[src/rtl/agu_pkg.sv]
package agu_pkg;

    localparam int DISP_W = 16;

    typedef enum logic [3:0] {
        AM_REG_IND  = 4'd0,
        AM_DISP     = 4'd1,
        AM_INDEXED  = 4'd2,
        AM_ABS      = 4'd3,
        AM_SCALED   = 4'd4,
        AM_POST_INC = 4'd5,
        AM_PRE_DEC  = 4'd6,
        AM_CIRC_UP  = 4'd7,
        AM_CIRC_DN  = 4'd8,
        AM_BITREV   = 4'd9
    } agu_mode_e;

    function automatic logic mode_updates(input logic [3:0] m);
        return (m >= 4'(AM_POST_INC)) && (m <= 4'(AM_BITREV));
    endfunction

endpackage

[src/rtl/agu_linear.sv]
module agu_linear #(
    parameter int AW = 32,
    parameter int DW = agu_pkg::DISP_W
) (
    input  logic [3:0]    mode,
    input  logic [AW-1:0] base,
    input  logic [AW-1:0] index,
    input  logic [DW-1:0] disp,
    input  logic [1:0]    scale,
    input  logic [1:0]    size,
    output logic [AW-1:0] ea,
    output logic [AW-1:0] upd
);
    import agu_pkg::*;

    logic [AW-1:0] disp_sx;
    logic [AW-1:0] disp_zx;
    logic [AW-1:0] step;
    logic [AW-1:0] idx_scaled;

    assign disp_sx    = {{(AW-DW){disp[DW-1]}}, disp};
    assign disp_zx    = {{(AW-DW){1'b0}}, disp};
    assign step       = AW'(1) << size;
    assign idx_scaled = index << scale;

    always_comb begin
        ea  = base;
        upd = base;
        case (mode)
            4'(AM_DISP):     ea = base + disp_sx;
            4'(AM_INDEXED):  ea = base + index;
            4'(AM_ABS):      ea = disp_zx;
            4'(AM_SCALED):   ea = base + disp_sx + idx_scaled;
            4'(AM_POST_INC): upd = base + step;
            4'(AM_PRE_DEC): begin
                ea  = base - step;
                upd = base - step;
            end
            default: ea = base;
        endcase
    end
endmodule

[src/rtl/agu_circ.sv]
module agu_circ #(
    parameter int AW = 32
) (
    input  logic [AW-1:0] base,
    input  logic [AW-1:0] start,
    input  logic [AW-1:0] len,
    input  logic [1:0]    size,
    input  logic          down,
    output logic [AW-1:0] upd
);
    logic [AW-1:0] off;
    logic [AW-1:0] step;
    logic [AW-1:0] fwd;
    logic [AW-1:0] new_off;

    assign off  = base - start;
    assign step = AW'(1) << size;
    assign fwd  = off + step;

    always_comb begin
        if (down) begin
            if (off < step) new_off = off + len - step;
            else            new_off = off - step;
        end else begin
            if (fwd >= len) new_off = fwd - len;
            else            new_off = fwd;
        end
    end

    assign upd = start + new_off;
endmodule

[src/rtl/agu_bitrev.sv]
module agu_bitrev #(
    parameter int AW = 32
) (
    input  logic [AW-1:0] base,
    input  logic [AW-1:0] start,
    input  logic [AW-1:0] len,
    output logic [AW-1:0] upd
);
    localparam int KW = $clog2(AW + 1);

    logic [AW-1:0] off;
    logic [AW-1:0] off_rev;
    logic [AW-1:0] cnt;
    logic [AW-1:0] cnt_inc;
    logic [AW-1:0] inc_rev;
    logic [AW-1:0] mask;
    logic [KW-1:0] k;
    logic [KW-1:0] shamt;

    assign off  = base - start;
    assign mask = len - AW'(1);

    always_comb begin
        k = '0;
        for (int i = 0; i < AW; i++) begin
            if (len[i]) k = KW'(i);
        end
    end

    assign shamt = KW'(AW) - k;

    for (genvar g = 0; g < AW; g++) begin : g_rev
        assign off_rev[g] = off[AW-1-g];
        assign inc_rev[g] = cnt_inc[AW-1-g];
    end

    assign cnt     = off_rev >> shamt;
    assign cnt_inc = (cnt + AW'(1)) & mask;
    assign upd     = start + (inc_rev >> shamt);
endmodule

[src/rtl/addr_gen_unit.sv]
module addr_gen_unit #(
    parameter int AW = 32,
    parameter int DW = agu_pkg::DISP_W
) (
    input  logic          clk,
    input  logic          rst_n,
    input  logic          in_vld,
    input  logic [3:0]    mode,
    input  logic [AW-1:0] base,
    input  logic [AW-1:0] index,
    input  logic [DW-1:0] disp,
    input  logic [1:0]    scale,
    input  logic [1:0]    size,
    input  logic [AW-1:0] buf_start,
    input  logic [AW-1:0] buf_len,
    output logic          out_vld,
    output logic [AW-1:0] ea,
    output logic          upd_en,
    output logic [AW-1:0] upd_val
);
    import agu_pkg::*;

    typedef struct packed {
        logic          vld;
        logic [AW-1:0] ea;
        logic          upd_en;
        logic [AW-1:0] upd;
    } agu_out_t;

    agu_out_t res_d, res_q;

    logic [AW-1:0] lin_ea, lin_upd, circ_upd, brv_upd;

    agu_linear #(.AW(AW), .DW(DW)) u_linear (
        .mode  (mode),
        .base  (base),
        .index (index),
        .disp  (disp),
        .scale (scale),
        .size  (size),
        .ea    (lin_ea),
        .upd   (lin_upd)
    );

    agu_circ #(.AW(AW)) u_circ (
        .base  (base),
        .start (buf_start),
        .len   (buf_len),
        .size  (size),
        .down  (mode == 4'(AM_CIRC_DN)),
        .upd   (circ_upd)
    );

    agu_bitrev #(.AW(AW)) u_bitrev (
        .base  (base),
        .start (buf_start),
        .len   (buf_len),
        .upd   (brv_upd)
    );

    always_comb begin
        res_d        = res_q;
        res_d.vld    = in_vld;
        res_d.upd_en = 1'b0;
        if (in_vld) begin
            res_d.upd_en = mode_updates(mode);
            case (mode)
                4'(AM_CIRC_UP), 4'(AM_CIRC_DN): begin
                    res_d.ea  = base;
                    res_d.upd = circ_upd;
                end
                4'(AM_BITREV): begin
                    res_d.ea  = base;
                    res_d.upd = brv_upd;
                end
                default: begin
                    res_d.ea  = lin_ea;
                    res_d.upd = lin_upd;
                end
            endcase
        end
    end

    always_ff @(posedge clk or negedge rst_n) begin
        if (!rst_n) res_q <= '0;
        else        res_q <= res_d;
    end

    assign out_vld = res_q.vld;
    assign ea      = res_q.ea;
    assign upd_en  = res_q.upd_en;
    assign upd_val = res_q.upd;
endmodule

[config.mk]
export PLATFORM = sky130hd
export DESIGN_NAME = addr_gen_unit
export DESIGN_NICKNAME = d
export VERILOG_FILES = /design/src/rtl/agu_pkg.sv /design/src/rtl/agu_linear.sv /design/src/rtl/agu_circ.sv /design/src/rtl/agu_bitrev.sv /design/src/rtl/addr_gen_unit.sv
export SDC_FILE = /design/constraint.sdc
export NUM_CORES = 1
export LEC_CHECK = 0
export BUFFER_PORTS_ARGS = -buffer_cell sky130_fd_sc_hd__buf_2
export CAP_MARGIN = 20
export CORE_ASPECT_RATIO = 0.7
export CORE_MARGIN = 2
export CORE_UTILIZATION = 28
export DETAILED_ROUTE_END_ITERATION = 10
export GPL_TIMING_DRIVEN = 0
export PLACE_DENSITY_LB_ADDON = 0.05
export SETUP_SLACK_MARGIN = 0.05
export SYNTH_ARGS = -nofsm -noshare
export SYNTH_HDL_FRONTEND = slang
export SYNTH_SLANG_ARGS = --single-unit
[constraint.sdc]
create_clock -name clk -period 0.9 [get_ports clk]
set_clock_uncertainty 0.05 [all_clocks]
set_input_delay 0.135 -clock clk [delete_from_list [all_inputs] [get_ports clk]]
set_output_delay 0.135 -clock clk [all_outputs]
set_load 0.005 [all_outputs]
==> key figures, run 1 <==
Synthesis
  – Post-Syn Instances: 3817
  – Yosys warns: 0
  – Synth Area in Simple Gates: 25.3%
  – Area contributors post-synth: ha_1 (13%), xnor2_1 (6.9%), dfrtp_1 (6.3%), a21oi_1 (6.0%), o21ai_0 (5.2%)
  – Post-synth EDFFs: 0
  – Post-Syn Area: 0.0263 mm²
  – Largest family of logic cells by synthesized area: compound AO/OA/AOI/OAI gates
  – Seq/Total Area, Yosys: 6.29%
  – Synth Area in Adders: 13.7%
  – Syn nets: 4252
  – Seq cells post-synth: 66
  – Xor/xnor cell area share of the yosys netlist: 9.69%
  – Post-synthesis mux area share: 5.81%
  – Post-synthesis cell type count: 106
  – Post-synth top area share: 12.7%
  – Compound-cell area share of the yosys netlist: 32.8%
  – Post-synth ARST share: 100%
  – Syn avg cell area: 6.88 µm²
  – Main flop type after synthesis: dfrtp_1
  – Area leader, netlist: ha_1

Clock tree
  – CTS Sinks: 66
  – Total CTS buffers: 9
  – Clock root buffer: clkbuf_16
  – Htree depth: 3
  – CTS tree: done
  – CTS Buffer Depth: 2
  – Clk_lat worst skew: 0.37 ns
  – Clock-pin slew on the worst setup and hold paths: 0.08 ns

Outcome
  – Violated checks: negative hold slack, negative setup slack
  – Outcome: finished, violations left

Power and ir drop
  – PwrDens: 1760 mW/mm²
  – Leakage: 0.0142 µW
  – Worst VDD drop: 0.932 mV

Routing
  – Antenna viol nets, final: 0
  – Via density: 6.14
  – DRT iter0 DRCs: 4504
  – Detailed-route via count: 34000
  – Routed wire length per instance: 30.4 µm
  – Detailed-route DRC error count: 0
  – Routed WL: 168000 µm
  – Initial DRT Pass Iterations: 6

Setup path
  – Crit Path Category: input pin to register
  – Startpoint Class: input pin
  – Crit Path Max Fanout: 7
  – Critical Path RT: 1.09 ns
  – Most Frequent Cell on Critical Path: buf_12
  – CP max stage delay: 0.54 ns
  – Arrival time worst endpoint: 10.29 ns
  – Crit. End Element: register
  – Crit-path slowest cell: mux4_2

Placed design
  – Post-DP HPWL: 141000 µm
  – Dpl ws: -12.39 ns
  – Input/output buffers: 210
  – RePlAce Congestion: 1.06
  – DP Area: 0.0300 mm²

Global route
  – Vias in the first global route: 30200
  – Pin count of the biggest net entering global routing: 55
  – Total grt overflow: 0
  – Wire length of the first global-routing pass: 232000 µm
  – Initial antenna violation count: 10
  – GRT Util Overall: 33.4%

Layout
  – Area Growth Syn to Fin: 35.2%
  – Most frequent cells in the layout: nor2_1 (321), nand2_1 (317), a21oi_1 (256)
  – Post-layout instance area: 0.0355 mm²
  – Most common cell after layout, fill and taps aside: nor2_1
  – Fraction of layout cells with a size suffix above 1: 26.8%
  – Fillers: 10000
  – Fin nets: 4722

Timing
  – Finish-stage setup viols: 142
  – Worst setup margin: -9.20 ns
  – Worst hold margin: -0.0968 ns
  – Measured slew at the worst slew-check pin: 1.40 ns
  – RSZ-0062 raised after global routing: true
  – Final Critical Period: 10.10 ns
  – Pins Over Slew Limit: 0
  – Fin crit share: 1120%
  – Final hold vios: 54
  – FMAX: 99.0 MHz
  – Max_slew headroom: 5.63%

Floorplan
  – Row count: 93
  – Die width: 370 µm
  – Die Area: 0.0963 mm²
  – Initial core utilization: 28.4%
  – Core footprint: 0.0925 mm²
  – I/O pins: 221
  – Chip Height: 260 µm

Hold path
  – Hold Path Class: input pin to async pin

Job
  – Total of max-cap violations: 0
## synth_stat cells (all sizes together), types with 81 or more instances
cell	n
a21oi	316
inv	231
nor3	154
clkbuf	137
nand3	128
nor2	345
ha	266
xor2	81
o21ai	288
a211oi	88
nand2	331
xnor2	208
## critical path: cells and delay by family
family,cells,cell delay (ns)
xor gates and xnor gates,2,0.27
muxes,3,1.27
AOI/OAI and AO/OA,25,4.72
buffers and inverters,18,2.29
and+or+nand+nor,4,0.93
adders and majority gates,3,0.63
## layer usage
metal / global-route usage (%) / up-vias / part of all wire (%)
met5: 0 / - / 0.0071
met2: 39.5 / 1881 / 34
li1: - / 15300 / -
met4: 3.61 / 2 / 1.3
met3: 14.8 / 131 / 15
met1: 53.4 / 16700 / 49
## final cells by class
| cell class | instances | area, µm² | area share [%] |
|---|---|---|---|
| Timing Repair Buffer | 467 | 3320 | 9.33 |
| Antenna cell | 8 | 20.0 | 0.0564 |
| Sequential cell | 66 | 1650 | 4.65 |
| Clock buffer | 9 | 225 | 0.634 |
| Multi-Input combinational cell | 3327 | 26500 | 74.7 |
| Inverter | 234 | 920 | 2.59 |
| Tap cell | 1235 | 1550 | 4.35 |
| Clock inverter | 7 | 52.6 | 0.148 |
| Buffer | 182 | 1260 | 3.55 |
## power breakdown
group | internal (µW) | switching [µW]
Combinational | 21500 | 33400
Sequential | 3440 | 376
Clock | 1880 | 1820
## flip-flops by register name, summed over array words and instances (netlist names)
name	cells
upd_val	32
out_vld	1
ea	32
upd_en	1
## what timing repair did
action	4_1_cts	5_1_grt
hold buffers	2	1
setup endpoints to repair	131	176
pin swaps	199	173
resized for setup	501	187
gates cloned	2	0
hold endpoints to repair	67	12
buffers inserted	171	63
## through the flow
step | util, % | std cells | setup TNS (ns) | total power, µW
2_1_floorplan | - | 3817 | -309.80 | 31900
3_3_place_gp | 32.3 | 5262 | -525.22 | 46800
3_5_place_dp | 32.4 | 5271 | -456.30 | 46600
4_1_cts | 36.8 | 5455 | -356.29 | 57400
5_1_grt | 38.4 | 5529 | -375.02 | 65400
6_report | 38.4 | 5535 | -360.31 | 62500
## cell families (layout without fill, tap and decap cells)
kind of cell	after synthesis	in the layout
simple gates	1361	1361
compound gates	1289	1289
buf+inv	424	899
xor+xnor	289	289
fa+ha+maj	280	280
mux	108	108
flops	66	66
other cells	0	8
## path summary, 6_finish.rpt
path,depth (start not counted),startpoint,to,slack [ns]
hold reg to reg,2,ea[13],ea[13],0.46
hold / removal,3,rst_n,upd_val[10],-0.1
min in group clk,3,base[2],ea[2],0.06
max in group asynchronous,3,rst_n,upd_val[17],-0.03
setup / recovery,55,buf_len[26],upd_val[29],-9.20
setup reg to reg,1,upd_val[20],upd_val[20],0.04
No activity file was read; power rests on OpenSTA's default activity.
==> run 2, diff against run 1 <==
--- a/config.mk
+++ b/config.mk
@@ -14,6 +14,8 @@
 export GPL_TIMING_DRIVEN = 0
 export PLACE_DENSITY_LB_ADDON = 0.05
 export SETUP_SLACK_MARGIN = 0.05
+export SKIP_CTS_REPAIR_TIMING = 1
+export SKIP_LAST_GASP = 1
 export SYNTH_ARGS = -nofsm -noshare
 export SYNTH_HDL_FRONTEND = slang
 export SYNTH_SLANG_ARGS = --single-unit
==> key figures, run 2 (synthesized netlist as in run 1, its figures left out) <==
Placed design
  – DP Area: 0.0300 mm²
  – RePlAce Congestion: 1.06
  – Post-DP HPWL: 141000 µm
  – Input/output buffers: 210

Timing
  – Measured slew at the worst slew-check pin: 1.61 ns
  – RSZ-0062 raised after global routing: true
  – Worst hold margin: 0.00215 ns
  – Final Critical Period: 10.35 ns
  – Fin crit share: 1150%
  – Finish-stage setup viols: 184
  – Worst setup margin: -9.45 ns
  – Pins Over Slew Limit: 4
  – FMAX: 96.6 MHz
  – Final hold vios: 0
  – Setup TNS: -376.74 ns
  – Max_slew headroom: -8.34%

Job
  – Total of max-cap violations: 2

Routing
  – Detailed-route DRC error count: 0
  – DRT iter0 DRCs: 4285
  – Antenna viol nets, final: 0
  – Via density: 6.12
  – Routed wire length per instance: 30.2 µm
  – Routed WL: 167000 µm
  – Initial DRT Pass Iterations: 6
  – Detailed-route via count: 34000

Global route
  – Vias in the first global route: 28800
  – GRT Util Overall: 32.6%
  – Initial antenna violation count: 12
  – Wire length of the first global-routing pass: 225000 µm
  – Total grt overflow: 0
  – Pin count of the biggest net entering global routing: 55

Power and ir drop
  – Worst VDD drop: 0.947 mV
  – Total power: 60400 µW
  – Leakage: 0.0142 µW
  – PwrDens: 1710 mW/mm²

Floorplan
  – Initial core utilization: 28.4%
  – Chip Height: 260 µm
  – Core footprint: 0.0925 mm²
  – I/O pins: 221
  – Row count: 93
  – Die width: 370 µm
  – Die Area: 0.0963 mm²

Layout
  – Fraction of layout cells with a size suffix above 1: 27.1%
  – Core Util, Final: 38.2%
  – Fin nets: 4740
  – Fillers: 10100
  – Most common cell after layout, fill and taps aside: nand2_1
  – Most frequent cells in the layout: nand2_1 (322), nor2_1 (317), buf_4 (263)
  – Area Growth Syn to Fin: 34.5%
  – Post-layout instance area: 0.0353 mm²

Setup path
  – R2R Path End: ea[18]
  – R2r setup slk: -0.03 ns
  – CP max stage delay: 0.96 ns
  – R2R depth: 2
  – Crit. End Element: register
  – Arrival time worst endpoint: 10.54 ns
  – Crit-path slowest cell: nor3b_1
  – Startpoint Class: input pin
  – Critical Path RT: 1.09 ns
  – Crit path max-delay family: compound AO/OA/AOI/OAI gates
  – Worst r2r src: ea[18]
  – Crit path buf inv count: 3
  – Crit Path Max Fanout: 10
  – Crit Path Category: input pin to register

Clock tree
  – Total CTS buffers: 9
  – Clk_lat worst skew: 0.38 ns
  – CTS Sinks: 66
  – Htree depth: 3
  – Clock-pin slew on the worst setup and hold paths: 0.07 ns
  – CTS Buffer Depth: 2
  – CTS tree: done
  – Clock root buffer: clkbuf_16

Hold path
  – Hold Path End: ea[0]
  – Hold depth: 3
  – Hold Path Class: input pin to register
  – Critical hold path startpoint: base[0]

Outcome
  – Violated checks: max-capacitance violations, max-slew violations, negative setup slack
  – Outcome: finished, violations left
[run 2: cell count changes in the layout (fill, tap and decap cells not counted), moves of 7 or more]
| cell | change |
|---|---|
| clkbuf_4 | +10 |
| buf_2 | +7 |
| buf_6 | -11 |
| clkbuf_8 | -7 |
| buf_4 | +28 |
[run 2: tightest hold or removal path: stages]
cell	delay, ns
buf_12	0.12
nand2_1	0.06
a31oi_1	0.07
[run 2: stage by stage]
| stage | setup slack, ns | std cells |
|---|---|---|
| after floorplan | -8.49 | 3817 |
| after global placement | -12.43 | 5262 |
| after detailed placement | -12.39 | 5271 |
| after CTS | -12.06 | 5287 |
| after global routing | -9.64 | 5547 |
| final | -9.45 | 5547 |
[run 2: how the worst max path moves through the flow]
stage                startpoint     endpoint  slack [ns]  cells after the start
floorplan            buf_len[2]  upd_val[31]       -8.49                     50
global placement        base[0]  upd_val[29]      -12.43                     42
detailed placement      base[0]  upd_val[29]      -12.39                     44
CTS                     base[0]  upd_val[29]      -12.06                     42
global route        buf_len[20]  upd_val[31]       -9.64                     50
finish              buf_len[28]  upd_val[29]       -9.45                     37
[run 2: cell type report]
class | count | area (µm²) | area share [%]
multi-input cells | 3327 | 26300 | 74.5
repair buffers | 483 | 3330 | 9.42
flip-flops and latches | 66 | 1650 | 4.68
well taps | 1235 | 1550 | 4.37
plain buffers | 184 | 1280 | 3.63
inverters | 234 | 918 | 2.60
clock buffers | 9 | 225 | 0.638
clock inverters | 7 | 52.6 | 0.149
diodes | 2 | 5.00 | 0.0142
[run 2: report_power, final]
group / leakage (µW) / internal (µW) / switching, µW
Clock: 0.000124 / 1880 / 1840
Combinational: 0.0133 / 20400 / 32500
Sequential: 0.000775 / 3440 / 360
[run 2: metal layers]
metal  track usage (%)  wire (µm)
met2              38.2      58200
met5                 0         68
met4              3.04       1820
met1              53.1      83000
met3              13.7      24300
